--- config.mk ---
export PLATFORM = sky130hd
export DESIGN_NAME = rotflag_unit
export DESIGN_NICKNAME = d
export VERILOG_FILES = /design/src/rtl/rfu_pkg.sv /design/src/rtl/rfu_amount.sv /design/src/rtl/rfu_rot33.sv /design/src/rtl/rfu_flag_ops.sv /design/src/rtl/rotflag_unit.sv
export SDC_FILE = /design/constraint.sdc
export NUM_CORES = 1
export LEC_CHECK = 0
export BUFFER_PORTS_ARGS = -buffer_cell sky130_fd_sc_hd__buf_2
export CORE_MARGIN = 1.5
export CORE_UTILIZATION = 56
export DETAILED_ROUTE_END_ITERATION = 7
export PLACE_DENSITY = 0.8
export SYNTH_ARGS = -nofsm -noshare
export SYNTH_HDL_FRONTEND = slang
export SYNTH_SLANG_ARGS = --single-unit
--- constraint.sdc ---
create_clock -name clk -period 5.4 [get_ports clk]
set_clock_uncertainty 0.2 [all_clocks]
set_input_delay 0.54 -clock clk [delete_from_list [all_inputs] [get_ports clk]]
set_output_delay 0.54 -clock clk [all_outputs]
set_load 0.01 [all_outputs]
--- src/rtl/rfu_pkg.sv ---
package rfu_pkg;
  typedef logic [2:0] op_t;
  localparam op_t OP_LOAD = 3'd0;
  localparam op_t OP_ROT  = 3'd1;
  localparam op_t OP_BTST = 3'd2;
  localparam op_t OP_LT   = 3'd3;
  localparam op_t OP_CMOV = 3'd4;

  typedef struct packed {
    logic        flag;
    logic [31:0] data;
  } res32_t;
endpackage

--- src/rtl/rfu_amount.sv ---
// Selects the rotate amount, saturates a register-sourced value and folds
// negative amounts into an equivalent left rotate modulo W+1.
module rfu_amount #(
  parameter int W     = 32,
  parameter int SRC_W = 16
) (
  input  logic signed [$clog2(W):0]   imm,
  input  logic                        from_reg,
  input  logic signed [SRC_W-1:0]     reg_lo,
  output logic signed [$clog2(W):0]   amt,
  output logic [$clog2(W+1)-1:0]      k
);
  localparam int AW = $clog2(W) + 1;
  localparam int KW = $clog2(W + 1);
  localparam logic signed [SRC_W-1:0] HI = SRC_W'(W - 1);
  localparam logic signed [SRC_W-1:0] LO = SRC_W'(-W);

  function automatic logic signed [AW-1:0] clamp_amt(input logic signed [SRC_W-1:0] v);
    logic signed [AW-1:0] r;
    if (v > HI)      r = AW'(W - 1);
    else if (v < LO) r = AW'(-W);
    else             r = AW'(v);
    return r;
  endfunction

  function automatic logic [KW-1:0] wrap_amt(input logic signed [AW-1:0] a);
    logic signed [AW:0] e;
    e = {a[AW-1], a};
    if (a < 0) e = e + (AW+1)'(W + 1);
    return KW'(e);
  endfunction

  always_comb begin
    if (from_reg) amt = clamp_amt(reg_lo);
    else          amt = imm;
  end

  assign k = wrap_amt(amt);
endmodule

--- src/rtl/rfu_rot33.sv ---
// Logarithmic left rotator over the W-bit operand with the flag as an
// extra bit below the LSB (W+1 bit ring).
module rfu_rot33 #(
  parameter int W = 32
) (
  input  logic [W-1:0]             din,
  input  logic                     fin,
  input  logic [$clog2(W+1)-1:0]   k,
  output logic [W-1:0]             dout,
  output logic                     fout
);
  localparam int KW = $clog2(W + 1);

  logic [W:0] ring [0:KW];

  assign ring[0] = {din, fin};

  generate
    for (genvar i = 0; i < KW; i++) begin : g_stage
      localparam int S = 1 << i;
      logic [W:0] rotated;
      assign rotated     = {ring[i][W-S:0], ring[i][W:W-S+1]};
      assign ring[i + 1] = k[i] ? rotated : ring[i];
    end
  endgenerate

  assign dout = ring[KW][W:1];
  assign fout = ring[KW][0];
endmodule

--- src/rtl/rfu_flag_ops.sv ---
// Candidate flag values for the non-rotate flag setters.
module rfu_flag_ops #(
  parameter int W        = 32,
  parameter int FLAG_POS = 5
) (
  input  logic [W-1:0]          a,
  input  logic [W-1:0]          b,
  input  logic [$clog2(W)-1:0]  sel,
  input  logic                  inv,
  output logic                  load_flag,
  output logic                  test_flag,
  output logic                  less_flag
);
  function automatic logic signed_less(input logic [W-1:0] x, input logic [W-1:0] y);
    return $signed(x) < $signed(y);
  endfunction

  assign load_flag = a[FLAG_POS];
  assign test_flag = a[sel] ^ inv;
  assign less_flag = signed_less(a, b);
endmodule

--- src/rtl/rotflag_unit.sv ---
module rotflag_unit #(
  parameter int W        = 32,
  parameter int SRC_W    = 16,
  parameter int FLAG_POS = 5
) (
  input  logic                  clk,
  input  logic                  rst_n,
  input  logic                  in_valid,
  input  logic [2:0]            op,
  input  logic [W-1:0]          src_a,
  input  logic [W-1:0]          src_b,
  input  logic [$clog2(W):0]    amt_imm,
  input  logic                  amt_from_reg,
  input  logic [$clog2(W)-1:0]  bit_sel,
  input  logic                  bit_invert,
  output logic                  out_valid,
  output logic [W-1:0]          out_data,
  output logic                  out_flag
);
  import rfu_pkg::*;

  localparam int AW = $clog2(W) + 1;
  localparam int KW = $clog2(W + 1);

  logic signed [AW-1:0] amt_val;
  logic [KW-1:0]        rot_k;
  logic [W-1:0]         rot_data;
  logic                 rot_flag;
  logic                 load_flag, test_flag, less_flag;
  logic [W-1:0]         next_data;
  logic                 next_flag;

  rfu_amount #(.W(W), .SRC_W(SRC_W)) u_amount (
    .imm      (amt_imm),
    .from_reg (amt_from_reg),
    .reg_lo   (src_b[SRC_W-1:0]),
    .amt      (amt_val),
    .k        (rot_k)
  );

  rfu_rot33 #(.W(W)) u_rot (
    .din  (src_a),
    .fin  (out_flag),
    .k    (rot_k),
    .dout (rot_data),
    .fout (rot_flag)
  );

  rfu_flag_ops #(.W(W), .FLAG_POS(FLAG_POS)) u_flags (
    .a         (src_a),
    .b         (src_b),
    .sel       (bit_sel),
    .inv       (bit_invert),
    .load_flag (load_flag),
    .test_flag (test_flag),
    .less_flag (less_flag)
  );

  always_comb begin
    next_data = src_a;
    next_flag = out_flag;
    case (op_t'(op))
      OP_LOAD: next_flag = load_flag;
      OP_ROT: begin
        next_data = rot_data;
        next_flag = rot_flag;
      end
      OP_BTST: next_flag = test_flag;
      OP_LT:   next_flag = less_flag;
      OP_CMOV: next_data = out_flag ? src_a : src_b;
      default: ;
    endcase
  end

  always_ff @(posedge clk or negedge rst_n) begin
    if (!rst_n) begin
      out_valid <= 1'b0;
      out_data  <= '0;
      out_flag  <= 1'b0;
    end else begin
      out_valid <= in_valid;
      if (in_valid) begin
        out_data <= next_data;
        out_flag <= next_flag;
      end
    end
  end
endmodule

==> flow_summary.toml <==
[pwr]
leakage_nw = 3.19
p_per_area_nw_per_um2 = 229
ir_worst_vdd_v = 0.000148

[clock_tree]
ctsLongestPathBuffers = 2
clkLatencyLatePin_ns = 0.28
cts_hold_buffers = 0
clock_sinks = 34
postCtsSetupBuffers = 0
cts_tree = "yes"
cts-root-buf = "clkbuf_16"
numCtsBuffers = 5
ctsResizeCount = 0
clkTransAtPathRegs_ns = 0.07
htree_levels = 2

[critical_path]
start_kind = "primary input"
critPathBufInv = 2
worstPathCellList = "buf_2 > nor4_2 > nand3_1 > o311a_1 > ha_1 > o22a_1 > nand2_2 > buf_4 > mux2i_1 > mux2i_1 > mux2i_2 > a21oi_1 > a221o_1 > o32a_1"
worstPathArrival_ns = 4.83
critPathRequiredTime_ns = 5.38
worstSetupStartpoint = "src_b[14]"
crit_path_frequent_cell = "mux2i_1"
path_delay_family = "compound AO/OA/AOI/OAI gates"
worst-setup-path-type = "primary input to flop"
reg2reg_to = "out_data[28]"
crit_end = "out_data[21]"
cp-end-kind = "flop"
timing.reg2reg.setup_slack_ns = 2.52
crit_slowest_cell = "mux2i_2"
r2r-start = "out_flag"
path_max_fanout = 12
rr_worst_depth = 6
cp_num_cells = 14
critPathMaxStageDelay_ns = 0.50

[synth]
netlist.area_leader.share_pct = 13.9
yosys.area.top_type = "mux4_2"
async_flop_share_pct = 100
synth_area_sq_um = 6340
yosysWarnings = 0
yosys.cell_types.count = 75
synth_cells = 761
synth.area.top_cells = "mux4_2, dfrtp_1, mux2i_1"
ys.flop_type = "dfrtp_1"
ys_seq_elements = 34
synth-edff-count = 0
ys_seq_area_share_pct = 13.4
syn_nets = 876
avgSynthCellArea_sq_um = 8.33

[drt]
vias = 7542
wl_per_cell_um = 27.4
drt_iter0_markers = 1291
drc = 1
via_per_inst = 7.53
drtPass1Iterations = 8
wirelength_um = 27400
ant_nets = 0

[place]
place_inst = 993
portBuffers = 116
hpwl_um = 21600
gp_congestion = 1.10

[floorplan]
io_pins = 117
die-width_um = 109
die_y_um = 109
initial_core_util_pct = 58.0
dieArea_sq_um = 12000
rows = 38
fp.coreArea_sq_um = 10900

[layout]
stdcell_count = 1001
n_antenna_cell = 0
final_cell_mix = "buf_2, nand2_1, nand3_1, mux2i_1, mux4_2"
nFillCells = 930
final_common_cell = "buf_2"
drive_gt1_share_pct = 27.6
fin_nets = 975
syn_to_final_growth_pct = 14.4

[global_route]
use_met3_pct = 14.5
antenna_found_initial = 0
grt_usage_pct = 46.9
grt_max_degree = 39
met2_usage_pct = 69.7
use_met1_pct = 59.9
grt-ovfl-total = 0
grt_pass1_vias = 6992
grt_pass1_wl_um = 41500
busiest_layer = "met2"

[min_path]
hold_path.class = "primary input to asynchronous set/reset pin"

[timing]
timing.final.hold_violations = 0
post-route-period-util_pct = 89.8
tightest_slew_ns = 1.09
min_period_ns = 4.85
slew_headroom_pct = 26.4
rsz0062_at_grt = "false"
drv_slew = 0
setup_tns_ns = 0
setup_viol = 0
max_freq_mhz = 206

[job]
cap_viol_max_count = 0

[status]
status = "finished with violations"
violations = "DRC"
==> worst min path at each step <==
stage	to	startpoint
after floorplan	out_data[0]	rst_n
after global placement	out_data[19]	out_data[19]
after detailed placement	out_data[3]	out_data[3]
after CTS	out_data[26]	rst_n
after global routing	out_flag	rst_n
final	out_data[26]	rst_n
==> cells by family (layout without fill, tap and decap cells) <==
kind of cell | count (synthesis) | in the layout | synth area share (%)
flops | 34 | 34 | 13.4
simple gates | 255 | 255 | 20.1
buf+inv | 92 | 192 | 6.39
fa+ha+maj | 32 | 32 | 6.32
mux | 107 | 107 | 25.0
compound gates | 233 | 233 | 26.9
xor+xnor | 8 | 8 | 1.93
==> worst reg2reg max path: cells and delay by family, from the launching register on <==
kind	cells	cell delay (ns)
multiplexers	2	1.15
flip-flops	1	0.57
AND/OR/NAND/NOR	2	0.51
AO/OA/AOI/OAI	2	0.38
==> cell type report <==
class | count | area, sq um | share of cell area, %
flip-flops and latches | 34 | 851 | 11.7
inverters | 36 | 135 | 1.86
multi-input cells | 635 | 5110 | 70.4
clock buffers | 6 | 139 | 1.91
clock inverters | 2 | 12.5 | 0.173
repair buffers | 148 | 833 | 11.5
well taps | 140 | 175 | 2.42
==> registers in the layout, indices dropped and copies added (netlist names) <==
name	count
out_data	32
out_flag	1
out_valid	1
==> routing by layer <==
metal  part of all wire, %  routed length, um
met5                     0                  0
met4                   7.2               1970
met3                    14               3850
met2                    43              11700
met1                    36               9880
==> power by group <==
part / internal, W / total, W / switching [W]
sequential: 0.000287 / 0.000310 / 0.0000231
combinational: 0.000423 / 0.00104 / 0.000621
clock: 0.000183 / 0.000305 / 0.000122
total: 0.000893 / 0.00166 / 0.000766
==> per-stage QoR <==
| step | hold WS (ns) | cell area [sq um] | power [W] | utilization (%) | worst slack [ns] |
|---|---|---|---|---|---|
| 2_1_floorplan | 0.0444 | 6340 | 0.000973 | - | 1.20 |
| 3_3_place_gp | 0.275 | 7100 | 0.00129 | 64.9 | 0.474 |
| 4_1_cts | 0.184 | 7250 | 0.00161 | 66.3 | 0.690 |
| 5_1_grt | 0.223 | 7250 | 0.00173 | 66.3 | 0.229 |
| 3_5_place_dp | 0.287 | 7100 | 0.00130 | 64.9 | 0.404 |
| 6_report | 0.139 | 7250 | 0.00166 | 66.3 | 0.551 |
==> cell usage after synthesis, types with 11 or more instances <==
cell	n
a211oi_1	11
a21o_1	18
a21oi_1	37
and2_1	13
buf_2	12
clkbuf_1	33
dfrtp_1	34
ha_1	32
inv_1	36
mux2_2	17
mux2i_1	50
mux4_2	39
nand2_1	82
nand3_1	50
nand4_1	18
nor2_1	36
o211ai_1	20
o21ai_0	34
o22ai_1	21
o32a_1	18
Power figures use the tool's default switching activity.
